<file path="config.mk">
export PLATFORM = sky130hd
export DESIGN_NAME = fb_scan_gen
export DESIGN_NICKNAME = d
export VERILOG_FILES = /design/src/rtl/fb_scan_pkg.sv /design/src/rtl/fb_scan_ctrl.sv /design/src/rtl/fb_scan_dpath.sv /design/src/rtl/fb_scan_gen.sv
export SDC_FILE = /design/constraint.sdc
export NUM_CORES = 1
export LEC_CHECK = 0
export ABC_AREA = 0
export BUFFER_PORTS_ARGS = -buffer_cell sky130_fd_sc_hd__buf_2
export CAP_MARGIN = 20
export CORE_ASPECT_RATIO = 2
export CORE_UTILIZATION = 45
export CTS_BUF_LIST = sky130_fd_sc_hd__clkbuf_16
export CTS_CLUSTER_DIAMETER = 60
export DETAILED_ROUTE_END_ITERATION = 8
export PLACE_DENSITY = 0.64
export SLEW_MARGIN = 0
export SYNTH_ARGS = -nofsm -noshare
export SYNTH_HDL_FRONTEND = slang
export SYNTH_SLANG_ARGS = --single-unit
export TNS_END_PERCENT = 10
</file>
<file path="constraint.sdc">
create_clock -name clk -period 2.21 [get_ports clk]
set_input_delay 0.221 -clock clk [delete_from_list [all_inputs] [get_ports clk]]
set_output_delay 0.221 -clock clk [all_outputs]
set_load 0.02 [all_outputs]
</file>
<file path="src/rtl/fb_scan_pkg.sv">
package fb_scan_pkg;
  // Per-clock position strobes passed from the control counters to the datapath
  typedef struct packed {
    logic lineEnd;     // last clock of a line
    logic hActive;     // horizontal position inside the visible area
    logic vActive;     // line inside the visible area
    logic oddLine;     // scanline number is odd
    logic hSyncOn;     // horizontal sync window
    logic vSyncOn;     // vertical sync window
    logic frameLatch;  // last clock of the last visible line
  } scanStrobes_t;
endpackage

</file>
<file path="src/rtl/fb_scan_ctrl.sv">
module fb_scan_ctrl
  import fb_scan_pkg::*;
#(
  parameter int H_ACTIVE = 640,
  parameter int H_FP     = 16,
  parameter int H_SYNC   = 96,
  parameter int H_BP     = 48,
  parameter int V_ACTIVE = 480,
  parameter int V_FP     = 10,
  parameter int V_SYNC   = 2,
  parameter int V_BP     = 33,
  parameter int ROW_W    = 8
) (
  input  logic               clk,
  input  logic               rst,
  output scanStrobes_t       strobes,
  output logic [ROW_W-1:0]   rowIdx
);
  localparam int H_TOTAL = H_ACTIVE + H_FP + H_SYNC + H_BP;
  localparam int V_TOTAL = V_ACTIVE + V_FP + V_SYNC + V_BP;
  localparam int HCW = $clog2(H_TOTAL);
  localparam int VCW = $clog2(V_TOTAL);
  localparam logic [HCW-1:0] H_LAST   = HCW'(H_TOTAL - 1);
  localparam logic [HCW-1:0] H_VIS    = HCW'(H_ACTIVE);
  localparam logic [HCW-1:0] HS_BEG   = HCW'(H_ACTIVE + H_FP);
  localparam logic [HCW-1:0] HS_END   = HCW'(H_ACTIVE + H_FP + H_SYNC);
  localparam logic [VCW-1:0] V_LAST   = VCW'(V_TOTAL - 1);
  localparam logic [VCW-1:0] V_VIS    = VCW'(V_ACTIVE);
  localparam logic [VCW-1:0] V_VISEND = VCW'(V_ACTIVE - 1);
  localparam logic [VCW-1:0] VS_BEG   = VCW'(V_ACTIVE + V_FP);
  localparam logic [VCW-1:0] VS_END   = VCW'(V_ACTIVE + V_FP + V_SYNC);

  logic [HCW-1:0] hCnt;
  logic [VCW-1:0] vCnt;

  always_ff @(posedge clk) begin
    if (rst) begin
      hCnt <= '0;
      vCnt <= '0;
    end else if (hCnt == H_LAST) begin
      hCnt <= '0;
      vCnt <= (vCnt == V_LAST) ? '0 : vCnt + VCW'(1);
    end else begin
      hCnt <= hCnt + HCW'(1);
    end
  end

  always_comb begin
    strobes.lineEnd    = (hCnt == H_LAST);
    strobes.hActive    = (hCnt < H_VIS);
    strobes.vActive    = (vCnt < V_VIS);
    strobes.oddLine    = vCnt[0];
    strobes.hSyncOn    = (hCnt >= HS_BEG) && (hCnt < HS_END);
    strobes.vSyncOn    = (vCnt >= VS_BEG) && (vCnt < VS_END);
    strobes.frameLatch = (hCnt == H_LAST) && (vCnt == V_VISEND);
    rowIdx             = ROW_W'(vCnt >> 1);
  end


  vsync_line_chk: assert property (@(posedge clk) disable iff (rst)
    !$past(strobes.lineEnd) |-> $stable(strobes.vSyncOn));


  hsync_in_blank_chk: assert property (@(posedge clk) disable iff (rst)
    strobes.hSyncOn |-> !strobes.hActive);
endmodule

</file>
<file path="src/rtl/fb_scan_dpath.sv">
module fb_scan_dpath
  import fb_scan_pkg::*;
#(
  parameter int H_ACTIVE = 640,
  parameter int COL_W    = 8,
  parameter int ROW_W    = 8,
  parameter int TOG_BIT  = 3
) (
  input  logic                      clk,
  input  logic                      rst,
  input  scanStrobes_t              strobes,
  input  logic [ROW_W-1:0]          rowIdx,
  input  logic                      bankSel,
  input  logic                      hiResSel,
  input  logic                      fastSel,
  output logic [ROW_W+COL_W:0]      vgaAddr,
  output logic                      colorEn,
  output logic                      hsyncN,
  output logic                      vsyncN
);
  localparam int ADDR_W = 1 + ROW_W + COL_W;
  localparam int STEP_W = COL_W + 2;
  localparam logic [STEP_W-1:0] HALF_C = STEP_W'(H_ACTIVE * 2 / 5);
  localparam logic [COL_W-1:0] BELOW_M = COL_W'((1 << TOG_BIT) - 1);
  localparam logic [COL_W-1:0] ABOVE_M = ~COL_W'((1 << (TOG_BIT + 1)) - 1);

  logic              bankQ, hiResQ, fastQ;
  logic [2:0]        acc;
  logic [STEP_W-1:0] idx;
  logic [3:0]        accSum;
  logic              secondHalf, bankBit, activeNow;
  logic [COL_W-1:0]  j, hiLow, colByte;
  logic [ADDR_W-1:0] nextAddr;
  logic              nextEn;

  // Frame-boundary capture of the selection inputs
  always_ff @(posedge clk) begin
    if (rst) begin
      bankQ  <= 1'b0;
      hiResQ <= 1'b0;
      fastQ  <= 1'b0;
    end else if (strobes.frameLatch) begin
      bankQ  <= bankSel;
      hiResQ <= hiResSel;
      fastQ  <= fastSel;
    end
  end

  // Fractional step accumulator: 2/5 or 4/5 steps per clock
  assign accSum = {1'b0, acc} + (hiResQ ? 4'd4 : 4'd2);

  always_ff @(posedge clk) begin
    if (rst || strobes.lineEnd) begin
      acc <= '0;
      idx <= '0;
    end else if (strobes.hActive) begin
      if (accSum >= 4'd5) begin
        acc <= 3'(accSum - 4'd5);
        idx <= idx + STEP_W'(1);
      end else begin
        acc <= accSum[2:0];
      end
    end
  end

  always_comb begin
    activeNow  = strobes.hActive && strobes.vActive;
    secondHalf = hiResQ && (idx >= HALF_C);
    j          = COL_W'(secondHalf ? idx - HALF_C : idx);
    hiLow      = (j & ABOVE_M) | ((j >> 1) & BELOW_M) | (COL_W'(j[0]) << TOG_BIT);
    colByte    = hiResQ ? hiLow : j;
    bankBit    = bankQ ^ secondHalf;
    nextAddr   = activeNow ? {bankBit, rowIdx, colByte} : '0;
    nextEn     = activeNow && !(fastQ && strobes.oddLine);
  end

  always_ff @(posedge clk) begin
    if (rst) begin
      vgaAddr <= '0;
      colorEn <= 1'b0;
      hsyncN  <= 1'b1;
      vsyncN  <= 1'b1;
    end else begin
      vgaAddr <= nextAddr;
      colorEn <= nextEn;
      hsyncN  <= !strobes.hSyncOn;
      vsyncN  <= !strobes.vSyncOn;
    end
  end


  en_blank_chk: assert property (@(posedge clk) disable iff (rst)
    colorEn |-> (hsyncN && vsyncN));


  lo_step_chk: assert property (@(posedge clk) disable iff (rst)
    (colorEn && $past(colorEn) && !hiResQ) |->
      (COL_W'(vgaAddr[COL_W-1:0] - $past(vgaAddr[COL_W-1:0])) <= COL_W'(1)));


  hi_toggle_chk: assert property (@(posedge clk) disable iff (rst)
    (colorEn && $past(colorEn) && hiResQ && (vgaAddr != $past(vgaAddr))) |->
      (vgaAddr[TOG_BIT] != $past(vgaAddr[TOG_BIT])));


  fast_odd_chk: assert property (@(posedge clk) disable iff (rst)
    (fastQ && strobes.oddLine) |=> !colorEn);


  latch_hold_chk: assert property (@(posedge clk) disable iff (rst)
    !$past(strobes.frameLatch) |-> ($stable(bankQ) && $stable(hiResQ) && $stable(fastQ)));
endmodule

</file>
<file path="src/rtl/fb_scan_gen.sv">
module fb_scan_gen
  import fb_scan_pkg::*;
#(
  parameter int H_ACTIVE = 640,
  parameter int H_FP     = 16,
  parameter int H_SYNC   = 96,
  parameter int H_BP     = 48,
  parameter int V_ACTIVE = 480,
  parameter int V_FP     = 10,
  parameter int V_SYNC   = 2,
  parameter int V_BP     = 33,
  parameter int COL_W    = 8,
  parameter int ROW_W    = 8,
  parameter int TOG_BIT  = 3
) (
  input  logic                  clk,
  input  logic                  rst,
  input  logic                  bankSel,
  input  logic                  hiResSel,
  input  logic                  fastSel,
  output logic [ROW_W+COL_W:0]  vgaAddr,
  output logic                  colorEn,
  output logic                  hsyncN,
  output logic                  vsyncN
);
  scanStrobes_t     strobes;
  logic [ROW_W-1:0] rowIdx;

  fb_scan_ctrl #(
    .H_ACTIVE(H_ACTIVE), .H_FP(H_FP), .H_SYNC(H_SYNC), .H_BP(H_BP),
    .V_ACTIVE(V_ACTIVE), .V_FP(V_FP), .V_SYNC(V_SYNC), .V_BP(V_BP),
    .ROW_W(ROW_W)
  ) ctrl_i (
    .clk(clk), .rst(rst), .strobes(strobes), .rowIdx(rowIdx)
  );

  fb_scan_dpath #(
    .H_ACTIVE(H_ACTIVE), .COL_W(COL_W), .ROW_W(ROW_W), .TOG_BIT(TOG_BIT)
  ) dpath_i (
    .clk(clk), .rst(rst), .strobes(strobes), .rowIdx(rowIdx),
    .bankSel(bankSel), .hiResSel(hiResSel), .fastSel(fastSel),
    .vgaAddr(vgaAddr), .colorEn(colorEn), .hsyncN(hsyncN), .vsyncN(vsyncN)
  );
endmodule

</file>
Word-level counts from Yosys, hierarchy flattened
Cells that the tools add are included.
{"block": "classes", "add_sub_neg": 6, "order_cmp": 8, "bitwise_logic": 4, "n_reduce_logical": 14, "n_eq_ne": 3, "n_mux": 5}
{"cell": "$add A10 B1 Y10 const B", "n": 3}
{"cell": "$eq A10 B10 Y1 const B", "n": 2}
{"cell": "$ge A10 B9 Y1 const B", "n": 2}
{"cell": "$lt A10 B10 Y1 const B", "n": 2}
{"cell": "$lt A10 B9 Y1 const B", "n": 2}
{"cell": "$mux W8", "n": 2}
{"cell": "$eq A10 B9 Y1 const B", "n": 1}
{"cell": "$ge A10 B10 Y1 const B", "n": 1}
{"cell": "$mux W10", "n": 1}
{"cell": "$or A8 B3 Y8", "n": 1}
{"cell": "$or A8 B4 Y8", "n": 1}
{"cell": "$sub A8 B1 Y8 const B", "n": 1}
{"cell": "$logic_and A1 B1 Y1", "n": 7}
{"cell": "$mux W3", "n": 2}
{"cell": "$add A3 B3 Y4", "n": 1}
{"cell": "$ge A4 B3 Y1 const B", "n": 1}
{"cell": "$reduce_or A2 Y1", "n": 2}
{"cell": "$logic_not A1 Y1", "n": 3}
{"cell": "$sub A3 B3 Y3 const B", "n": 1}
{"cell": "$reduce_and A2 Y1", "n": 1}
{"cell": "$logic_or A1 B1 Y1", "n": 1}
{"cell": "$not A1 Y1", "n": 1}
{"cell": "$xor A1 B1 Y1", "n": 1}
{"block": "word_totals", "reg_bits": 56, "out_inout_bits": 20, "elab_cells": 51, "inputBits": 5}

Logic depth before layout (Yosys ltp)
{"block": "depth", "word_depth": 6, "depth_mapped": 10, "mapped_depth_nobuf": 8}

Cells and area by module
From an unflattened synthesis, not the netlist that was laid out.
{"block": "unflattened", "hier_cells": 271, "area_unflattened_um2": 2543.7}
{"module": "fb_scan_dpath", "seq_area_each_um2": 720.7, "n_inst": 1, "cells_per_inst": 139, "area_per_inst_um2": 1396.3}
{"module": "fb_scan_ctrl", "seq_area_each_um2": 400.4, "n_inst": 1, "cells_per_inst": 132, "area_per_inst_um2": 1147.4}

Worst setup path after synthesis
Ideal clock, no wire load.
{"block": "synth_path", "kind": "register -> register", "from": "register dpath_i.hiResQ", "to": "register dpath_i.idx[7]", "path_stages_with_launch": 10, "path_buffers": 2, "setup_slack_ns": -0.212, "t_arrival_ns": 2.351, "path_cell_list": "dfxtp_1 clkbuf_1 inv_1 ha_1 inv_1 fa_1 o21a_1 clkbuf_1 or4_1 a21oi_1"}
{"block": "synth_between", "elab_chain_len": 4}
{"element": "start, declared", "line_no": "fb_scan_dpath.sv:27", "rtl": "logic bankQ, hiResQ, fastQ;"}
{"element": "start signal, assigned", "line_no": "fb_scan_dpath.sv:44", "rtl": "hiResQ <= hiResSel;"}
{"element": "$mux W3", "line_no": "fb_scan_dpath.sv:50", "rtl": "assign accSum = {1'b0, acc} + (hiResQ ? 4'd4 : 4'd2);"}
{"element": "$add A3 B3 Y4", "line_no": "fb_scan_dpath.sv:50"}
{"element": "$ge A4 B3 Y1", "line_no": "fb_scan_dpath.sv:57", "rtl": "if (accSum >= 4'd5) begin"}
{"element": "$reduce_and A2 Y1 (no source line)"}
{"element": "end signal, assigned", "line_no": "fb_scan_dpath.sv:59", "rtl": "idx <= idx + STEP_W'(1);"}
{"element": "end, declared", "line_no": "fb_scan_dpath.sv:29", "rtl": "logic [STEP_W-1:0] idx;"}
No other way between the ends.
A chain may end at the register's enable or synchronous reset.

Worst setup path after layout
{"block": "layout_path", "from": "register dpath_i.hiResQ", "to": "register dpath_i.idx[5]"}
The elaborated chain is that of the path after synthesis.

==> results <==
- The total routed wirelength is 5003 µm.
- Summed over all nets, the switching power comes to 0.5769 mW.
- The number of fill cells is 501.
- The critical path ends at dpath_i.idx[5].
- Setup repair after global routing left no endpoint under its margin.
- The kind of launch point of the worst setup path is a flop.
- The top fanout value on the critical path is 18.
- From left edge to right edge, the die measures 53.73 µm.
- The critical path goes through inv_1, ha_1, inv_1, fa_1, o21a_4, or4_1, a21oi_1.
- The path category of the worst min-delay check is in2reg.
- In this run the power density over the cells is 782.4 nW/µm².
- The DRC violation count after routing is 0.
- The post-layout minimum cycle time is 2094 ps.
- The flow ran to the end, and the final reports show no timing, DRC or antenna violations.
- The clock network power share is 34.4%.
- The via count of the first global-routing pass came to 1979.
- After detailed placement, the total cell area comes to 2666 µm².
- The number of max-cap violations is 0.
- The residual antenna-violating net count after detailed routing is 0.
- STA puts the critical path data required time at 2440 ps.
- In this run the cell area of the synthesized design comes to 2409 µm².
- The overall track demand over capacity in global routing is 21.22%.
- Registers are responsible for 49.8% of the overall power.
- The post-synthesis cell count is around 270.
- The met2 usage in global routing is 35.80%.
- The area added between synthesis and finish is 16.57%.
- The count of input and output buffers is 24.
- Clock skew on the completed layout was measured at 6.613 ps.
- The slew of the pin with the lowest slew margin is 523.0 ps.
- The routed layout has 2014 vias.
- For this run, the slowest stage of the critical path takes 510 ps.
- The synthesized net count is 283.
- The clock buffer count from CTS is 5.
- In this run, the combinational gates consume 15.8% of the power.
- The maximum clock frequency is 0.4776 GHz.
- The least setup slack across all paths after layout is 116.0 ps.
- Setup violations remaining at the end of the flow were counted as 0.
- The cell that appears most often on the critical path is sky130_fd_sc_hd__inv_1.
- The busiest layer in global routing is met2.
- The worst reg2reg path endpoint is dpath_i.idx[5].
- The placeable core area is 5139 µm².
- The largest total area in the synthesized netlist belongs to sky130_fd_sc_hd__dfxtp_1.
- The slowest stage of the critical path belongs to the cell sky130_fd_sc_hd__or4_1.
- The most used flip-flop cell after synthesis is sky130_fd_sc_hd__dfxtp_1.
- The post-layout instance area is 2808 µm².
- The share of synthesized registers carrying an async set or reset is 0%.
- In this run the vertical extent of the chip is 105.5 µm.
- The first global-routing pass estimated 8859 µm of wire.
- For this design the top-level I/O count stands at 25.
- The part of the Yosys area used for sequential elements is 46.55%.
- The count of final max-slew check failures is 0.
- The share of layout cells above drive strength 1 is 16.83%.
- Net switching is about a quarter of the power.
- The tree built by TritonCTS fans out to 56 sinks.
- The die covers 5666 µm².
- After synthesis, the mean cell area works out to 8.954 µm².
- In the layout the commonest cells are sky130_fd_sc_hd__dfxtp_1, sky130_fd_sc_hd__nor2_1, sky130_fd_sc_hd__buf_2.
- The number of antenna diodes in the final layout is 0.
- The final count of hold timing violations is 0.
- The initial antenna violation count came to 0.
- The internal power of the cells totals 1.620 mW.
- The number of buffers on the longest clock path is 2.
- In this run, synthesis produced a sequential element count of 56.
- The number of cells on the worst reg-to-reg path is 7.
- The violation count after the first detailed-routing iteration is 27.
- The number of synthesis warnings is 0.
- STA puts the critical path data arrival time at 2330 ps.
- At the placement stage, the worst setup path has a slack of 14.35 ps.
- The synthesized design contains 0 enable-type register cells.
- The count of unique library cells instantiated by Yosys is 38.
- Entering global routing, the biggest net connects 19 pins.
- The average wire length per cell after detail routing is 13.86 µm.
- Dividing the detail-routed via count by the number of cells gives around 5.6.
- The critical path is of the reg2reg type.
- For the worst-skew pair, the clock arrives at the later sink with an insertion delay of about 300 ps.
- The total iterations of the first detailed-routing run is 5.
- The worst vdd rail ir drop is approximately 0.75 mV.
- The ratio of final minimum period to clock period is 94.75%.
- STA classifies the critical path endpoint as a flop.
- The aggregate negative setup slack is 0 ps.
- The initial core utilization is 46.87%.
- The total number of placement rows is 37.
- At the end of routability-driven placement, the weighted congestion stood at between 0.8 and 0.9.
- The met1 track utilization from global routing is 22.54%.
- The master cell of the clock root buffer is sky130_fd_sc_hd__clkbuf_16.
- TritonCTS built the clock tree.
- After clock tree synthesis, the clock-pin slew on the worst setup and hold paths is 70 ps.
- The number of nets in the layout is 317.
- For this run, global-route usage on met3 was measured as 5.195%.
- The source of the worst register-to-register timing path is dpath_i.hiResQ.
- The number of levels the H-tree was split into is 2.
- The residual overflow from global routing is 0.
- The HPWL after detailed placement is ~3600 µm.
- The portion of synthesized cell area occupied by the leading cell type is between 40% and 50%.
- Yosys attributes the largest share of cell area to sky130_fd_sc_hd__dfxtp_1, sky130_fd_sc_hd__a21oi_1, sky130_fd_sc_hd__nor2_1.
- Leaving out fill and tap cells, the most frequent cell in the layout is sky130_fd_sc_hd__dfxtp_1.
- Across all register-to-register paths, the minimum setup slack is ~120 ps.
- Cells fill between 50 and 60% of the core in the end.
- Measured against its own limit, the worst slew margin works out to 64.82%.
- The launching element of the worst setup path is dpath_i.hiResQ.
- The static leakage power is 1.060 nW.
-- cells in the mapped netlist, types with 8 or more instances --
master	number
sky130_fd_sc_hd__dfxtp_1	56
sky130_fd_sc_hd__nor2_1	27
sky130_fd_sc_hd__a21oi_1	21
sky130_fd_sc_hd__nand3_1	16
sky130_fd_sc_hd__inv_1	13
sky130_fd_sc_hd__o21ai_0	13
sky130_fd_sc_hd__and2_1	11
sky130_fd_sc_hd__clkbuf_1	10
sky130_fd_sc_hd__nand2_1	10
sky130_fd_sc_hd__nand4_1	9
sky130_fd_sc_hd__ha_1	8
sky130_fd_sc_hd__or3_1	8
-- repair_timing --
action | in CTS | in global routing
hold buffers | 0 | 0
buffers inserted | 0 | 0
endpoints found under the hold margin | 0 | 0
setup endpoints to repair | 6 | 6
gates resized for setup | 1 | 1
-- worst min path at each step --
stage / slack (ps) / to / depth (start not counted) / from
2_1_floorplan: 370 / dpath_i.bankQ / 2 / bankSel
3_3_place_gp: 450 / dpath_i.colorEn / 1 / dpath_i.fastQ
3_5_place_dp: 460 / dpath_i.colorEn / 1 / dpath_i.fastQ
4_1_cts: 170 / dpath_i.bankQ / 3 / bankSel
5_1_grt: 210 / dpath_i.bankQ / 3 / bankSel
6_report: 180 / dpath_i.bankQ / 3 / bankSel
-- kinds of logic after synthesis --
family	after synthesis	share of synthesized area, %
AOI/OAI and AO/OA	47	11.06
DFF	56	46.55
muxes	7	2.961
and+or+nand+nor	114	26.44
adders and majority gates	9	4.987
buffers and inverters	25	4.000
xor gates and xnor gates	11	4.000
-- per-layer routing --
metal  part of all wire (%)  routed length (µm)
met1                     38                1918
met2                     55                2749
met3                    3.5                 176
met4                    3.2                 159
met5                      0                   0
-- sequential cells by signal, summed over array words and instances, names as in the netlist --
register and flops:
dpath_i.colorEn 1, ctrl_i.hCnt 10, dpath_i.fastQ 1, dpath_i.vgaAddr 17
dpath_i.acc 3, ctrl_i.vCnt 10, dpath_i.bankQ 1, dpath_i.idx 10
dpath_i.vsyncN 1, dpath_i.hsyncN 1, dpath_i.hiResQ 1
-- through the flow --
step / hold WS (ps) / instances / power (mW)
after floorplan: 372.9 / 269 / 1.380
after global placement: 447.9 / 354 / 1.430
after detailed placement: 459.7 / 354 / 1.442
after CTS: 173.8 / 361 / 2.209
after global routing: 210.6 / 361 / 2.306
final: 183.3 / 361 / 2.197
-- worst max-delay path, delay by kind of cell, from the launching register on --
family,cells,cell delay [ps]
AOI/OAI and AO/OA,2,430
and+or+nand+nor,1,510
buffers and inverters,2,130
adders and majority gates,2,630
DFF,1,330
-- layout make-up --
cell class	count	area, µm²	area share (%)
clock inverters	2	8.758	0.3119
inverters	13	48.80	1.738
multi-input cells	188	1199	42.69
well taps	58	72.57	2.585
repair buffers	39	232.7	8.289
clock buffers	5	125.1	4.456
flip-flops and latches	56	1121	39.93
-- power by group through the flow --
| stage | Combinational [mW] | Clock, mW | Sequential [mW] |
|---|---|---|---|
| finish | 0.347 | 0.756 | 1.09 |
| floorplan | 0.266 | 0 | 1.11 |
| global route | 0.388 | 0.818 | 1.10 |
| detailed placement | 0.326 | 0 | 1.12 |
| CTS | 0.334 | 0.781 | 1.09 |
| global placement | 0.314 | 0 | 1.12 |
Note: power is estimated with default switching activity, not from simulation.
